<file path="src/rtl/fbm_pkg.sv">
package fbm_pkg;
   // sticky status bits (cleared through the clear register)
   localparam int ST_DATA_END  = 8;
   localparam int ST_BLOCK_END = 10;
   localparam int CLR_BITS     = 11;
   // level flags, one set per direction
   localparam int ST_TX_ACT    = 12;
   localparam int ST_RX_ACT    = 13;
   localparam int ST_TX_HALF   = 14;
   localparam int ST_RX_HALF   = 15;
   localparam int ST_TX_FULL   = 16;
   localparam int ST_RX_FULL   = 17;
   localparam int ST_TX_EMPTY  = 18;
   localparam int ST_RX_EMPTY  = 19;
   localparam int ST_TX_AVAIL  = 20;
   localparam int ST_RX_AVAIL  = 21;
   localparam int STAT_W       = 32;
   // control bits
   localparam int CTL_EN       = 0;
   localparam int CTL_DIR      = 1;
   localparam int CTL_W        = 8;
   // register offsets (bytes)
   localparam logic [7:0] OFS_LEN   = 8'h00;
   localparam logic [7:0] OFS_CTRL  = 8'h04;
   localparam logic [7:0] OFS_BCNT  = 8'h08;
   localparam logic [7:0] OFS_WCNT  = 8'h0C;
   localparam logic [7:0] OFS_STAT  = 8'h10;
   localparam logic [7:0] OFS_CLR   = 8'h14;
   localparam logic [7:0] OFS_MASK0 = 8'h18;

   typedef enum logic {
      DIR_TO_CARD = 1'b0,
      DIR_TO_HOST = 1'b1
   } xfer_dir_e;
endpackage

</file>
<file path="src/rtl/fbm_word_fifo.sv">
module fbm_word_fifo #(
   parameter int DEPTH = 16,
   parameter int WIDTH = 32
) (
   input  logic                         clk,
   input  logic                         rst_n,
   input  logic                         push,
   input  logic [WIDTH-1:0]             push_data,
   input  logic                         pop,
   output logic [WIDTH-1:0]             head,
   output logic [$clog2(DEPTH+1)-1:0]   level,
   output logic                         full,
   output logic                         empty
);
   localparam int PTR_W = $clog2(DEPTH);
   localparam int LVL_W = $clog2(DEPTH+1);

   if ((DEPTH < 2) || ((DEPTH & (DEPTH-1)) != 0)) begin : g_bad_depth
      $error("fbm_word_fifo: DEPTH must be a power of two of at least 2");
   end

   logic [WIDTH-1:0] mem [DEPTH];
   logic [PTR_W-1:0] wptr, rptr;
   logic             do_push, do_pop;

   assign full    = (level == LVL_W'(DEPTH));
   assign empty   = (level == '0);
   assign do_push = push && !full;
   assign do_pop  = pop && !empty;
   assign head    = empty ? '0 : mem[rptr];

   always_ff @(posedge clk) begin
      if (do_push) mem[wptr] <= push_data;
   end

   always_ff @(posedge clk or negedge rst_n) begin
      if (!rst_n) begin
         wptr  <= '0;
         rptr  <= '0;
         level <= '0;
      end else begin
         if (do_push) wptr <= wptr + 1'b1;
         if (do_pop)  rptr <= rptr + 1'b1;
         case ({do_push, do_pop})
            2'b10:   level <= level + 1'b1;
            2'b01:   level <= level - 1'b1;
            default: level <= level;
         endcase
      end
   end


   no_overflow_chk: assert property (@(posedge clk) disable iff (!rst_n)
      (push && full && !pop) |=> (level == $past(level)));

   no_underflow_chk: assert property (@(posedge clk) disable iff (!rst_n)
      (pop && empty && !push) |=> empty);
endmodule

</file>
<file path="src/rtl/fbm_byte_engine.sv">
module fbm_byte_engine import fbm_pkg::*; #(
   parameter int DATA_W = 32,
   parameter int BYTE_W = 8
) (
   input  logic              clk,
   input  logic              rst_n,
   input  logic              restart,
   input  logic              run,
   input  xfer_dir_e         dir,
   input  logic              last_byte,
   input  logic              card_ready,
   input  logic [BYTE_W-1:0] card_rd_data,
   input  logic              fifo_full,
   input  logic              fifo_empty,
   input  logic [DATA_W-1:0] fifo_head,
   input  logic              hold_push,
   input  logic              hold_pop,
   output logic              card_rd_en,
   output logic              card_wr_en,
   output logic [BYTE_W-1:0] card_wr_data,
   output logic              push,
   output logic [DATA_W-1:0] push_word,
   output logic              pop,
   output logic              step
);
   localparam int LANES  = DATA_W / BYTE_W;
   localparam int LANE_W = (LANES > 1) ? $clog2(LANES) : 1;

   if ((DATA_W % BYTE_W) != 0 || LANES < 2) begin : g_bad_lanes
      $error("fbm_byte_engine: DATA_W must hold at least two whole bytes");
   end

   logic [LANE_W-1:0] lane;
   logic [DATA_W-1:0] acc;
   logic [DATA_W-1:0] shreg;
   logic              rd_go, wr_go, word_done;

   assign word_done = (lane == LANE_W'(LANES-1)) || last_byte;
   assign rd_go = run && (dir == DIR_TO_HOST) && card_ready && !fifo_full && !hold_push;
   assign wr_go = run && (dir == DIR_TO_CARD) &&
                  ((lane != '0) || (!fifo_empty && !hold_pop));

   assign card_rd_en   = rd_go;
   assign card_wr_en   = wr_go;
   assign card_wr_data = (lane == '0) ? fifo_head[BYTE_W-1:0] : shreg[BYTE_W-1:0];
   assign push         = rd_go && word_done;
   assign pop          = wr_go && (lane == '0);
   assign step         = rd_go || wr_go;

   // merge the incoming byte into its lane
   always_comb begin
      push_word = acc;
      for (int l = 0; l < LANES; l++) begin
         if (lane == LANE_W'(l)) push_word[l*BYTE_W +: BYTE_W] = card_rd_data;
      end
   end

   always_ff @(posedge clk or negedge rst_n) begin
      if (!rst_n) begin
         lane  <= '0;
         acc   <= '0;
         shreg <= '0;
      end else if (restart) begin
         lane  <= '0;
         acc   <= '0;
      end else if (rd_go) begin
         lane <= word_done ? '0 : lane + 1'b1;
         acc  <= word_done ? '0 : push_word;
      end else if (wr_go) begin
         lane  <= word_done ? '0 : lane + 1'b1;
         shreg <= (lane == '0) ? (fifo_head >> BYTE_W) : (shreg >> BYTE_W);
      end
   end


   rd_gate_chk: assert property (@(posedge clk) disable iff (!rst_n)
      card_rd_en |-> (card_ready && !fifo_full));

   wr_burst_chk: assert property (@(posedge clk) disable iff (!rst_n)
      (card_wr_en && !word_done && !restart) |=> (card_wr_en || !run));

   pop_src_chk: assert property (@(posedge clk) disable iff (!rst_n)
      pop |-> !fifo_empty);
endmodule

</file>
<file path="src/rtl/fbm_status_irq.sv">
module fbm_status_irq import fbm_pkg::*; #(
   parameter int DEPTH   = 16,
   parameter int NUM_IRQ = 2
) (
   input  logic                             clk,
   input  logic                             rst_n,
   input  logic [CLR_BITS-1:0]              set_vec,
   input  logic                             clr_we,
   input  logic [CLR_BITS-1:0]              clr_val,
   input  logic [NUM_IRQ-1:0]               mask_we,
   input  logic [STAT_W-1:0]                mask_wdata,
   input  logic                             active,
   input  xfer_dir_e                        dir,
   input  logic [$clog2(DEPTH+1)-1:0]       level,
   output logic [STAT_W-1:0]                status,
   output logic [NUM_IRQ-1:0][STAT_W-1:0]   masks,
   output logic [NUM_IRQ-1:0]               irq
);
   localparam int LVL_W = $clog2(DEPTH+1);
   localparam logic [LVL_W-1:0] HALF = LVL_W'(DEPTH/2);
   localparam logic [LVL_W-1:0] TOP  = LVL_W'(DEPTH);

   logic [CLR_BITS-1:0] sticky;
   logic [STAT_W-1:0]   flags;

   always_comb begin
      flags = '0;
      if (active) begin
         if (dir == DIR_TO_HOST) begin
            flags[ST_RX_ACT]   = 1'b1;
            flags[ST_RX_HALF]  = (level >= HALF);
            flags[ST_RX_FULL]  = (level == TOP);
            flags[ST_RX_EMPTY] = (level == '0);
            flags[ST_RX_AVAIL] = (level != '0);
         end else begin
            flags[ST_TX_ACT]   = 1'b1;
            flags[ST_TX_HALF]  = (level <= HALF);
            flags[ST_TX_FULL]  = (level == TOP);
            flags[ST_TX_EMPTY] = (level == '0);
            flags[ST_TX_AVAIL] = (level != '0);
         end
      end
   end

   assign status = flags | STAT_W'(sticky);

   always_ff @(posedge clk or negedge rst_n) begin
      if (!rst_n) sticky <= '0;
      else        sticky <= (sticky & ~(clr_we ? clr_val : '0)) | set_vec;
   end

   for (genvar g = 0; g < NUM_IRQ; g++) begin : g_irq
      always_ff @(posedge clk or negedge rst_n) begin
         if (!rst_n)          masks[g] <= '0;
         else if (mask_we[g]) masks[g] <= mask_wdata;
      end
      assign irq[g] = |(status & masks[g]);
   end


   clear_chk: assert property (@(posedge clk) disable iff (!rst_n)
      (clr_we && clr_val[ST_DATA_END] && !set_vec[ST_DATA_END]) |=> !status[ST_DATA_END]);

   one_side_chk: assert property (@(posedge clk) disable iff (!rst_n)
      !(status[ST_TX_ACT] && status[ST_RX_ACT]));
endmodule

</file>
<file path="src/rtl/fifo_byte_mover.sv">
module fifo_byte_mover import fbm_pkg::*; #(
   parameter int FIFO_DEPTH = 16,
   parameter int DATA_W     = 32,
   parameter int BYTE_W     = 8,
   parameter int LEN_W      = 16,
   parameter int ADDR_W     = 7,
   parameter int NUM_IRQ    = 2
) (
   input  logic               clk,
   input  logic               rst_n,
   input  logic               reg_wr,
   input  logic               reg_rd,
   input  logic [ADDR_W-1:0]  reg_addr,
   input  logic [DATA_W-1:0]  reg_wdata,
   output logic [DATA_W-1:0]  reg_rdata,
   input  logic               card_ready,
   input  logic [BYTE_W-1:0]  card_rd_data,
   output logic               card_rd_en,
   output logic               card_wr_en,
   output logic [BYTE_W-1:0]  card_wr_data,
   output logic [NUM_IRQ-1:0] irq
);
   localparam int LANES  = DATA_W / BYTE_W;
   localparam int SH     = $clog2(LANES);
   localparam int WCNT_W = LEN_W - SH + 1;
   localparam int LVL_W  = $clog2(FIFO_DEPTH+1);

   if (DATA_W < STAT_W) begin : g_bad_width
      $error("fifo_byte_mover: DATA_W must be at least the status width");
   end
   if ((FIFO_DEPTH * 4) > (2 ** (ADDR_W-1))) begin : g_bad_addr
      $error("fifo_byte_mover: ADDR_W too small for the FIFO window");
   end
   if (8'(OFS_MASK0 + 4*NUM_IRQ) > 8'(2 ** (ADDR_W-1))) begin : g_bad_irq
      $error("fifo_byte_mover: too many mask registers for ADDR_W");
   end

   // register decode
   logic in_win, ctrl_we, len_we, clr_we;
   logic [NUM_IRQ-1:0] mask_we;
   assign in_win  = reg_addr[ADDR_W-1];
   assign len_we  = reg_wr && !in_win && (reg_addr == ADDR_W'(OFS_LEN));
   assign ctrl_we = reg_wr && !in_win && (reg_addr == ADDR_W'(OFS_CTRL));
   assign clr_we  = reg_wr && !in_win && (reg_addr == ADDR_W'(OFS_CLR));
   for (genvar g = 0; g < NUM_IRQ; g++) begin : g_mask_dec
      assign mask_we[g] = reg_wr && !in_win && (reg_addr == ADDR_W'(OFS_MASK0 + 4*g));
   end

   logic [LEN_W-1:0]  len_q;
   logic [CTL_W-1:0]  ctrl_q;
   logic [LEN_W-1:0]  bcnt;
   logic [WCNT_W-1:0] wcnt;
   logic              start, win_acc, host_push, host_pop;
   logic              f_full, f_empty, f_push, f_pop;
   logic [DATA_W-1:0] f_head, f_push_data;
   logic [LVL_W-1:0]  f_level;
   logic              e_push, e_pop, e_step;
   logic [DATA_W-1:0] e_word;
   xfer_dir_e         dir;
   logic              idle_now;
   logic [STAT_W-1:0] status;
   logic [NUM_IRQ-1:0][STAT_W-1:0] masks;
   logic [CLR_BITS-1:0] set_vec;

   assign dir      = xfer_dir_e'(ctrl_q[CTL_DIR]);
   assign start    = ctrl_we && reg_wdata[CTL_EN];
   assign win_acc  = in_win && (reg_wr || reg_rd) && (wcnt != '0);
   assign host_push = win_acc && reg_wr;
   assign host_pop  = win_acc && !reg_wr && reg_rd;
   assign idle_now = ctrl_q[CTL_EN] && (bcnt == '0) && (wcnt == '0);

   always_ff @(posedge clk or negedge rst_n) begin
      if (!rst_n) begin
         len_q  <= '0;
         ctrl_q <= '0;
         bcnt   <= '0;
         wcnt   <= '0;
      end else begin
         if (len_we) len_q <= reg_wdata[LEN_W-1:0];
         if (ctrl_we)       ctrl_q <= reg_wdata[CTL_W-1:0];
         else if (idle_now) ctrl_q[CTL_EN] <= 1'b0;
         if (start) begin
            bcnt <= len_q;
            wcnt <= WCNT_W'(({1'b0, len_q} + (LEN_W+1)'(LANES-1)) >> SH);
         end else begin
            if (e_step)  bcnt <= bcnt - 1'b1;
            if (win_acc) wcnt <= wcnt - 1'b1;
         end
      end
   end

   // FIFO ports shared by host and engine; the host wins a collision
   assign f_push      = host_push || e_push;
   assign f_push_data = host_push ? reg_wdata : e_word;
   assign f_pop       = host_pop || e_pop;

   fbm_word_fifo #(.DEPTH(FIFO_DEPTH), .WIDTH(DATA_W)) u_fifo (
      .clk(clk), .rst_n(rst_n),
      .push(f_push), .push_data(f_push_data), .pop(f_pop),
      .head(f_head), .level(f_level), .full(f_full), .empty(f_empty)
   );

   fbm_byte_engine #(.DATA_W(DATA_W), .BYTE_W(BYTE_W)) u_engine (
      .clk(clk), .rst_n(rst_n),
      .restart(start),
      .run(ctrl_q[CTL_EN] && (bcnt != '0)),
      .dir(dir),
      .last_byte(bcnt == LEN_W'(1)),
      .card_ready(card_ready), .card_rd_data(card_rd_data),
      .fifo_full(f_full), .fifo_empty(f_empty), .fifo_head(f_head),
      .hold_push(host_push), .hold_pop(host_pop),
      .card_rd_en(card_rd_en), .card_wr_en(card_wr_en), .card_wr_data(card_wr_data),
      .push(e_push), .push_word(e_word), .pop(e_pop), .step(e_step)
   );

   always_comb begin
      set_vec = '0;
      if (ctrl_q[CTL_EN] && (bcnt == '0)) begin
         set_vec[ST_DATA_END]  = 1'b1;
         set_vec[ST_BLOCK_END] = 1'b1;
      end
   end

   fbm_status_irq #(.DEPTH(FIFO_DEPTH), .NUM_IRQ(NUM_IRQ)) u_status (
      .clk(clk), .rst_n(rst_n),
      .set_vec(set_vec), .clr_we(clr_we), .clr_val(reg_wdata[CLR_BITS-1:0]),
      .mask_we(mask_we), .mask_wdata(reg_wdata[STAT_W-1:0]),
      .active(ctrl_q[CTL_EN]), .dir(dir), .level(f_level),
      .status(status), .masks(masks), .irq(irq)
   );

   // read mux
   always_comb begin
      reg_rdata = '0;
      if (in_win) begin
         reg_rdata = (wcnt != '0) ? f_head : '0;
      end else begin
         case (reg_addr)
            ADDR_W'(OFS_LEN):  reg_rdata = DATA_W'(len_q);
            ADDR_W'(OFS_CTRL): reg_rdata = DATA_W'(ctrl_q);
            ADDR_W'(OFS_BCNT): reg_rdata = DATA_W'(bcnt);
            ADDR_W'(OFS_WCNT): reg_rdata = DATA_W'(wcnt);
            ADDR_W'(OFS_STAT): reg_rdata = DATA_W'(status);
            default:           reg_rdata = '0;
         endcase
         for (int i = 0; i < NUM_IRQ; i++) begin
            if (reg_addr == ADDR_W'(OFS_MASK0 + 4*i)) reg_rdata = DATA_W'(masks[i]);
         end
      end
   end


   cnt_load_chk: assert property (@(posedge clk) disable iff (!rst_n)
      start |=> (bcnt == $past(len_q)));

   idle_clear_chk: assert property (@(posedge clk) disable iff (!rst_n)
      (idle_now && !ctrl_we) |=> !ctrl_q[CTL_EN]);

   win_ignore_chk: assert property (@(posedge clk) disable iff (!rst_n)
      (in_win && (reg_wr || reg_rd) && (wcnt == '0) && !start) |=> (wcnt == '0));

   byte_step_chk: assert property (@(posedge clk) disable iff (!rst_n)
      (ctrl_q[CTL_EN] && !start && (bcnt != '0)) |=> ((bcnt == $past(bcnt)) || (bcnt == $past(bcnt) - 1'b1)));
endmodule

</file>
<file path="config.mk">
export PLATFORM = sky130hd
export DESIGN_NAME = fifo_byte_mover
export DESIGN_NICKNAME = d
export VERILOG_FILES = /design/src/rtl/fbm_pkg.sv /design/src/rtl/fbm_word_fifo.sv /design/src/rtl/fbm_byte_engine.sv /design/src/rtl/fbm_status_irq.sv /design/src/rtl/fifo_byte_mover.sv
export SDC_FILE = /design/constraint.sdc
export NUM_CORES = 1
export LEC_CHECK = 0
export ABC_AREA = 1
export BUFFER_PORTS_ARGS = -buffer_cell sky130_fd_sc_hd__buf_4
export CORE_MARGIN = 4
export CORE_UTILIZATION = 55
export CTS_CLUSTER_SIZE = 20
export DETAILED_ROUTE_END_ITERATION = 7
export PLACE_DENSITY_LB_ADDON = 0.3
export SLEW_MARGIN = 15
export SYNTH_ARGS = -nofsm -noshare
export SYNTH_HDL_FRONTEND = slang
export SYNTH_HIERARCHICAL = 1
export SYNTH_SLANG_ARGS = --single-unit
</file>
<file path="constraint.sdc">
create_clock -name clk -period 6.1 [get_ports clk]
set_input_delay 0.61 -clock clk [delete_from_list [all_inputs] [get_ports clk]]
set_output_delay 0.61 -clock clk [all_outputs]
set_load 0.01 [all_outputs]
</file>
; ---- Word level (Yosys, flattened, before mapping)
; Memories as Yosys holds them, arrays and structs flattened.
; Cells that the tools add are included.
[op_classes]
magnitude_cmp = 2
muxes = 42
addsub = 8
bitwise_logic = 9
eq_ne = 14
n_reduce_logical = 56
[ops]
columns = cell, n
row1 = two-way mux 32 bit, 9
row2 = one-hot mux 32 bit (5 select lines), 1
row3 = AND 32 bit, 2
row4 = OR reduction 32 bit, 2
row5 = two-way mux 8 bit, 5
row6 = two-way mux 16 bit, 2
row7 = two-way mux 15 bit, 2
row8 = equality test 7 x 5 -> 1 bit (second input constant), 4
row9 = logical AND 1 bit, 26
row10 = two-way mux 24 bit, 1
row11 = bitwise OR 22 x 11 -> 22 bit, 1
row12 = adder 16 x 2 -> 17 bit (second input constant), 1
row13 = equality test 16 x 1 -> 1 bit (second input constant), 1
row14 = zero test 16 bit, 1
row15 = nonzero test 16 bit, 1
row16 = subtractor 16 x 1 -> 16 bit (second input constant), 1
row17 = zero test 15 bit, 1
row18 = two-way mux 1 bit, 15
row19 = nonzero test 15 bit, 1
row20 = subtractor 15 x 1 -> 15 bit (second input constant), 1
row21 = equality test 7 x 4 -> 1 bit (second input constant), 2
row22 = nonzero test 2 bit, 6
row23 = AND 11 bit, 1
row24 = two-way mux 11 bit, 1
row25 = 24 further kinds, 43
[word_totals]
n_memories = 1
register_bits = 209
wordCells = 146
inputBits = 52
ram_bits = 512
out_inout_bits = 44
[memory_table]
columns = name, depth, width, read_ports, rd_clocked_by_memory_dff, write_ports, line
row1 = u_fifo.mem, 16, 32, 1, 0, 1, fbm_word_fifo.sv:22  ; logic [WIDTH-1:0] mem [DEPTH];

; ---- Longest topological paths before layout
[logic_depth]
word_depth = 14
mapped_depth = 23
ltp_nobuf = 22

; ---- Hierarchy
; The synthesis kept the hierarchy.
[modules_own_cells]
columns = mod, seq_area_each_um2, cells_each, instances, area_per_inst_um2
row1 = fbm_word_fifo, 15700.1, 1806, 1, 21493.1
row2 = fifo_byte_mover, 1376.3, 916, 1, 5278.8
row3 = fbm_status_irq, 1876.8, 294, 1, 3377.0
row4 = fbm_byte_engine, 1451.4, 427, 1, 3173.0

; ---- Least setup slack after synthesis
; No wires, ideal clock.
[synth_timing]
path_kind = register to register
start = reg wcnt[0]
end = mem u_fifo.mem[11][0], enable pin
stages_incl_launch_ff = 15
arrival_time_ps = 4360
period_less_slack_ps = 4822
setup_slack_ps = 1278
n_path_buf = 1
t_required_ps = 5639
setup_time_ps = 461
cell_sequence = dfrtp_1 inv_1 ha_1 nand2_2 nor2_4 nand3_4 nand2_4 nor2_8 buf_2 nor2_1 nand2_4 nor2_1 or2_2 nand3_1 nor3_1
[synth_via]
elab_chain_len = 10
[synth_lines]
columns = element, line
row1 = from (decl), fifo_byte_mover.sv:52  ; logic [WCNT_W-1:0] wcnt;
row2 = from (signal assigned), fifo_byte_mover.sv:84  ; wcnt <= WCNT_W'(({1'b0, len_q} + (LEN_W+1)'(LANES-1)) >> SH);
row3 = from (signal assigned), fifo_byte_mover.sv:87  ; if (win_acc) wcnt <= wcnt - 1'b1;
row4 = nonzero test 15 bit, fifo_byte_mover.sv:67  ; assign win_acc = in_win && (reg_wr || reg_rd) && (wcnt != '0);
row5 = logical AND 1 bit, fifo_byte_mover.sv:67
row6 = logical AND 1 bit, fifo_byte_mover.sv:68  ; assign host_push = win_acc && reg_wr;
row7 = net host_push, fifo_byte_mover.sv:53  ; logic start, win_acc, host_push, host_pop;
row8 = zero test 1 bit, fbm_byte_engine.sv:39  ; assign rd_go = run && (dir == DIR_TO_HOST) && card_ready && !fifo_full && !hold_push;
row9 = logical AND 1 bit, fbm_byte_engine.sv:39
row10 = logical AND 1 bit, fbm_byte_engine.sv:46  ; assign push = rd_go && word_done;
row11 = net e_push, fifo_byte_mover.sv:57  ; logic e_push, e_pop, e_step;
row12 = logical OR 1 bit, fifo_byte_mover.sv:93  ; assign f_push = host_push || e_push;
row13 = net f_push, fifo_byte_mover.sv:54  ; logic f_full, f_empty, f_push, f_pop;
row14 = logical AND 1 bit, fbm_word_fifo.sv:28  ; assign do_push = push && !full;
row15 = two-way mux 1 bit, fbm_word_fifo.sv:33  ; if (do_push) mem[wptr] <= push_data;
row16 = two-way mux 1 bit (implied by the code), fbm_word_fifo.sv:33
row17 = to (decl), fbm_word_fifo.sv:22
; The timed path passes the listed nets, and every way through them passes these cells.

; ---- Worst setup path in the final report
[layout_timing]
start = reg u_fifo.rptr[1]
end = out reg_rdata[31]
[layout_via]
elab_chain_len = 4
[layout_lines]
columns = element, line
row1 = from (decl), fbm_word_fifo.sv:23  ; logic [PTR_W-1:0] wptr, rptr;
row2 = from (signal assigned), fbm_word_fifo.sv:43  ; if (do_pop) rptr <= rptr + 1'b1;
row3 = memory read (16 x 32 bit), --
row4 = two-way mux 32 bit, fbm_word_fifo.sv:30  ; assign head = empty ? '0 : mem[rptr];
row5 = net f_head[31], fifo_byte_mover.sv:55  ; logic [DATA_W-1:0] f_head, f_push_data;
row6 = two-way mux 32 bit, fifo_byte_mover.sv:136  ; reg_rdata = (wcnt != '0) ? f_head : '0;
row7 = two-way mux 32 bit, fifo_byte_mover.sv:135  ; if (in_win) begin
row8 = to (decl), fifo_byte_mover.sv:15  ; output logic [DATA_W-1:0] reg_rdata,
; The timed path passes the listed nets, and every way through them passes these cells.

==> run_summary.xml <==
<?xml version="1.0" encoding="UTF-8"?>
<metrics>
  <group name="outcome">
    <metric name="status" unit="">finished clean</metric>
  </group>
  <group name="grt">
    <metric name="gr-total-overflow" unit="">0</metric>
    <metric name="antenna_found_initial" unit="">0</metric>
    <metric name="global_route_wire_length_before_repair" unit="mm">140</metric>
    <metric name="via_count_of_the_first_global_routing_pass" unit="">23400</metric>
    <metric name="grt_util_all_layers" unit="%">28.5</metric>
    <metric name="grt_start_max_net_pins" unit="">191</metric>
  </group>
  <group name="setup_path">
    <metric name="worst_ep_arrival_time" unit="ps">4020</metric>
    <metric name="setup.worst_path.end_class" unit="">output pin</metric>
    <metric name="crit_chain" unit="">inv_4, buf_4, nand3_1, nand3_1, nand2_1, nand2_1, a21oi_1, nand3_1, nand4_1, buf_4</metric>
    <metric name="r2r-start" unit="">wcnt[0]</metric>
    <metric name="critPathTopFamily" unit="">buffers and inverters</metric>
    <metric name="crit_required" unit="ps">5490</metric>
    <metric name="critPathMaxStageDelay" unit="ps">940</metric>
    <metric name="worstPathMaxFanout" unit="">96</metric>
    <metric name="crit_type" unit="">flop to output pin</metric>
    <metric name="start_kind" unit="">flop</metric>
    <metric name="crit_path_frequent_cell" unit="">sky130_fd_sc_hd__nand3_1</metric>
    <metric name="cp_slowest_cell" unit="">sky130_fd_sc_hd__dfrtp_4</metric>
    <metric name="worstPathBufferInverterCount" unit="">3</metric>
    <metric name="cp-startpoint" unit="">u_fifo/rptr[1]</metric>
  </group>
  <group name="sta">
    <metric name="timing.clock.skew" unit="ps">34.1</metric>
    <metric name="max-slew-margin-rel" unit="%">22.2</metric>
    <metric name="post_layout_minimum_cycle_time" unit="ps">4630</metric>
    <metric name="post-route-period-util" unit="%">75.9</metric>
    <metric name="report.final.slew_viol_count" unit="">0</metric>
    <metric name="setup_tns" unit="ps">0</metric>
    <metric name="maxClockFrequency" unit="GHz">0.216</metric>
    <metric name="rsz0062_at_grt" unit="">false</metric>
    <metric name="worst_path_setup_slack_after_routing" unit="ps">1470</metric>
    <metric name="setup-violations-final" unit="">0</metric>
    <metric name="hold_viol" unit="">0</metric>
    <metric name="worst_hold_slack" unit="ps">9.97</metric>
    <metric name="timing_worst_slew_pin_value" unit="ps">1160</metric>
  </group>
  <group name="cts">
    <metric name="cts_hold_repair.buffers" unit="">0</metric>
    <metric name="cts_setup_buffers" unit="">0</metric>
    <metric name="library_cell_used_as_clock_root_buffer" unit="">sky130_fd_sc_hd__clkbuf_16</metric>
    <metric name="cts_max_path_buffers" unit="">3</metric>
    <metric name="clk_latency" unit="ps">630</metric>
    <metric name="cts-resized-gates" unit="">0</metric>
    <metric name="cts_num_sinks" unit="">713</metric>
    <metric name="path_clk_slew" unit="ps">60</metric>
    <metric name="clock_tree_from_tritoncts" unit="">yes</metric>
    <metric name="cts_made_buffers" unit="">76</metric>
    <metric name="h-tree-depth" unit="">3</metric>
  </group>
  <group name="die">
    <metric name="width_of_the_die" unit="um">254</metric>
    <metric name="total_core_area" unit="um^2">59500</metric>
    <metric name="die_y" unit="um">254</metric>
    <metric name="pin_count" unit="">96</metric>
    <metric name="effective_utilization_at_floorplan" unit="%">56.0</metric>
    <metric name="overall_die_area" unit="um^2">64600</metric>
    <metric name="rows" unit="">89</metric>
  </group>
  <group name="pwr">
    <metric name="power.clock.fraction" unit="%">25.7</metric>
    <metric name="p_int" unit="mW">10.3</metric>
    <metric name="totalPowerFinal" unit="mW">17.0</metric>
    <metric name="power_per_cell_area" unit="nW/um^2">463</metric>
    <metric name="switching_power" unit="mW">6.73</metric>
    <metric name="power.share.switching" unit="%">39.6</metric>
    <metric name="power.sequential.fraction" unit="%">37.8</metric>
    <metric name="p_comb_share" unit="%">36.5</metric>
    <metric name="peakVddDrop" unit="uV">361</metric>
    <metric name="cellLeakagePower" unit="nW">15.1</metric>
  </group>
  <group name="synthesis">
    <metric name="muxShareOfSynthArea" unit="%">2.03</metric>
    <metric name="synth_xor_xnor_area_share" unit="%">0.762</metric>
    <metric name="ys_warn_count" unit="">6</metric>
    <metric name="synth_area_leader_cell" unit="">sky130_fd_sc_hd__edfxtp_1</metric>
    <metric name="netlist_top_cells_area" unit="">sky130_fd_sc_hd__edfxtp_1 46%, sky130_fd_sc_hd__dfrtp_1 15%, sky130_fd_sc_hd__nand2_1 14%</metric>
    <metric name="post_synth_edffs" unit="">512</metric>
    <metric name="synth-seq-area-share" unit="%">61.2</metric>
    <metric name="syn_avg_cell_area" unit="um^2">9.68</metric>
    <metric name="synth_area" unit="um^2">33300</metric>
    <metric name="synth_top_cell_area_share" unit="%">46.1</metric>
    <metric name="synth.lib_cells_used.distinct" unit="">44</metric>
    <metric name="dominant_combinational_cell_family_by_area_after_synthesis" unit="">simple AND/OR/NAND/NOR gates</metric>
    <metric name="ys.flop_type" unit="">sky130_fd_sc_hd__edfxtp_1</metric>
    <metric name="synth_compound_gate_area_share" unit="%">3.24</metric>
    <metric name="ys_seq_elements" unit="">713</metric>
    <metric name="synth-async-reset-ratio" unit="%">28.2</metric>
    <metric name="synth-adder-area-share" unit="%">0.638</metric>
    <metric name="synthesized_instance_count" unit="">3443</metric>
    <metric name="synthSimpleGateAreaFrac" unit="%">26.6</metric>
  </group>
  <group name="job">
    <metric name="cap_viol_max_count" unit="">0</metric>
  </group>
  <group name="placement">
    <metric name="dp_cells" unit="">4174</metric>
    <metric name="hpwlAfterDp" unit="mm">59.2</metric>
    <metric name="placement.setup.worst_slack" unit="ps">1820</metric>
    <metric name="place.port_buffers" unit="">95</metric>
    <metric name="globalplace.congestion" unit="">0.971</metric>
  </group>
  <group name="detailed_routing">
    <metric name="viasPerCell" unit="">5.83</metric>
    <metric name="drc" unit="">0</metric>
    <metric name="drt-total-wl" unit="mm">92.8</metric>
    <metric name="postRouteAntennaNets" unit="">0</metric>
    <metric name="drt-pass1-iter-count" unit="">7</metric>
    <metric name="via_count" unit="">25200</metric>
    <metric name="wl_per_cell" unit="um">21.5</metric>
    <metric name="detailedRoute.firstIterationViolations" unit="">3036</metric>
  </group>
  <group name="final_layout">
    <metric name="antennaDiodeCount" unit="">0</metric>
    <metric name="final-instance-count-excl-fill" unit="">4314</metric>
    <metric name="num-fill-cells" unit="">4859</metric>
    <metric name="final_cell_mix" unit="">1282 x sky130_fd_sc_hd__nand2_1, 568 x sky130_fd_sc_hd__nand3_1, 512 x sky130_fd_sc_hd__edfxtp_1</metric>
    <metric name="area.growth.synth_to_final" unit="%">10.2</metric>
    <metric name="final_nets" unit="">3549</metric>
    <metric name="mostFrequentLayoutCell" unit="">sky130_fd_sc_hd__nand2_1</metric>
    <metric name="post_route_cells_drive_above_1_share" unit="%">10.8</metric>
  </group>
  <group name="hold_path">
    <metric name="worstHoldPathType" unit="">input pin to asynchronous set/reset pin</metric>
  </group>
</metrics>
-- cell usage after synthesis, drive strengths merged (6+ instances only) --
master,number
ha,17
nand2,1289
nor2,148
o21ai,144
xor2,23
a21oi,44
nand3,574
inv,149
nand4,39
dfrtp,201
nand3b,6
a21o,11
mux2,60
xnor2,6
clkbuf,35
buf,160
edfxtp,512
nor3,9
-- metal layers --
layer	GRT usage, %	share of wire [%]	wire length (um)	vias to the layer above
met1	39.6	40	37200	12100
met5	0	0	0	-
met4	11.0	4.4	4090	0
met2	46.0	48	44100	1219
li1	-	-	-	11600
met3	4.35	8.0	7400	234
-- power groups by stage --
stage	combinational [mW]	clock [mW]	sequential (mW)
finish	6.20	4.37	6.42
global route	6.75	4.62	6.47
CTS	6.15	4.43	6.41
detailed placement	6.12	0	6.51
global placement	6.06	0	6.50
floorplan	4.13	0	6.34
-- stage by stage --
| step | area (um^2) | util (%) |
|---|---|---|
| 2_1_floorplan | 33400 | - |
| 3_3_place_gp | 34300 | 57.7 |
| 3_5_place_dp | 34300 | 57.7 |
| 4_1_cts | 36700 | 61.7 |
| 5_1_grt | 36700 | 61.7 |
| 6_report | 36700 | 61.7 |
-- final timing paths --
path / endpoint / slack [ps] / cells past startpoint
worst min register to register: u_engine/shreg[23] / 480 / 2
min in group clk: u_status/masks[49] / 240 / 3
worst min-delay path: wcnt[12] / 10 / 1
worst max register to register: u_fifo/mem[9][6] / 1710 / 14
max in group asynchronous: wcnt[0] / 4630 / 2
worst max-delay path: reg_rdata[31] / 1470 / 10
-- sequential cells by signal, indices dropped and copies added, names as in the netlist --
name	flops
u_status/sticky	11
u_fifo/level	5
u_fifo/mem	512
ctrl_q	8
u_status/masks	64
u_fifo/wptr	4
len_q	16
u_engine/lane	2
wcnt	15
u_engine/acc	32
u_fifo/rptr	4
u_engine/shreg	24
bcnt	16
-- cells by family (layout without fill, tap and decap cells) --
group,count (synthesis),count (layout)
fa+ha+maj,17,17
flops,713,713
mux,60,60
buf+inv,348,428
compound gates,204,204
other cells,2,20
xor+xnor,29,29
simple gates,2070,2070
-- area by class of cell --
| type | instances | area (um^2) | share of cell area, % |
|---|---|---|---|
| repair buffers | 136 | 1070 | 2.92 |
| clock buffers | 92 | 2010 | 5.49 |
| well taps | 773 | 967 | 2.63 |
| flip-flops and latches | 713 | 20400 | 55.6 |
| clock inverters | 47 | 348 | 0.947 |
| inverters | 153 | 587 | 1.60 |
| multi-input cells | 2400 | 11300 | 30.8 |
Power figures use the tool's default switching activity.
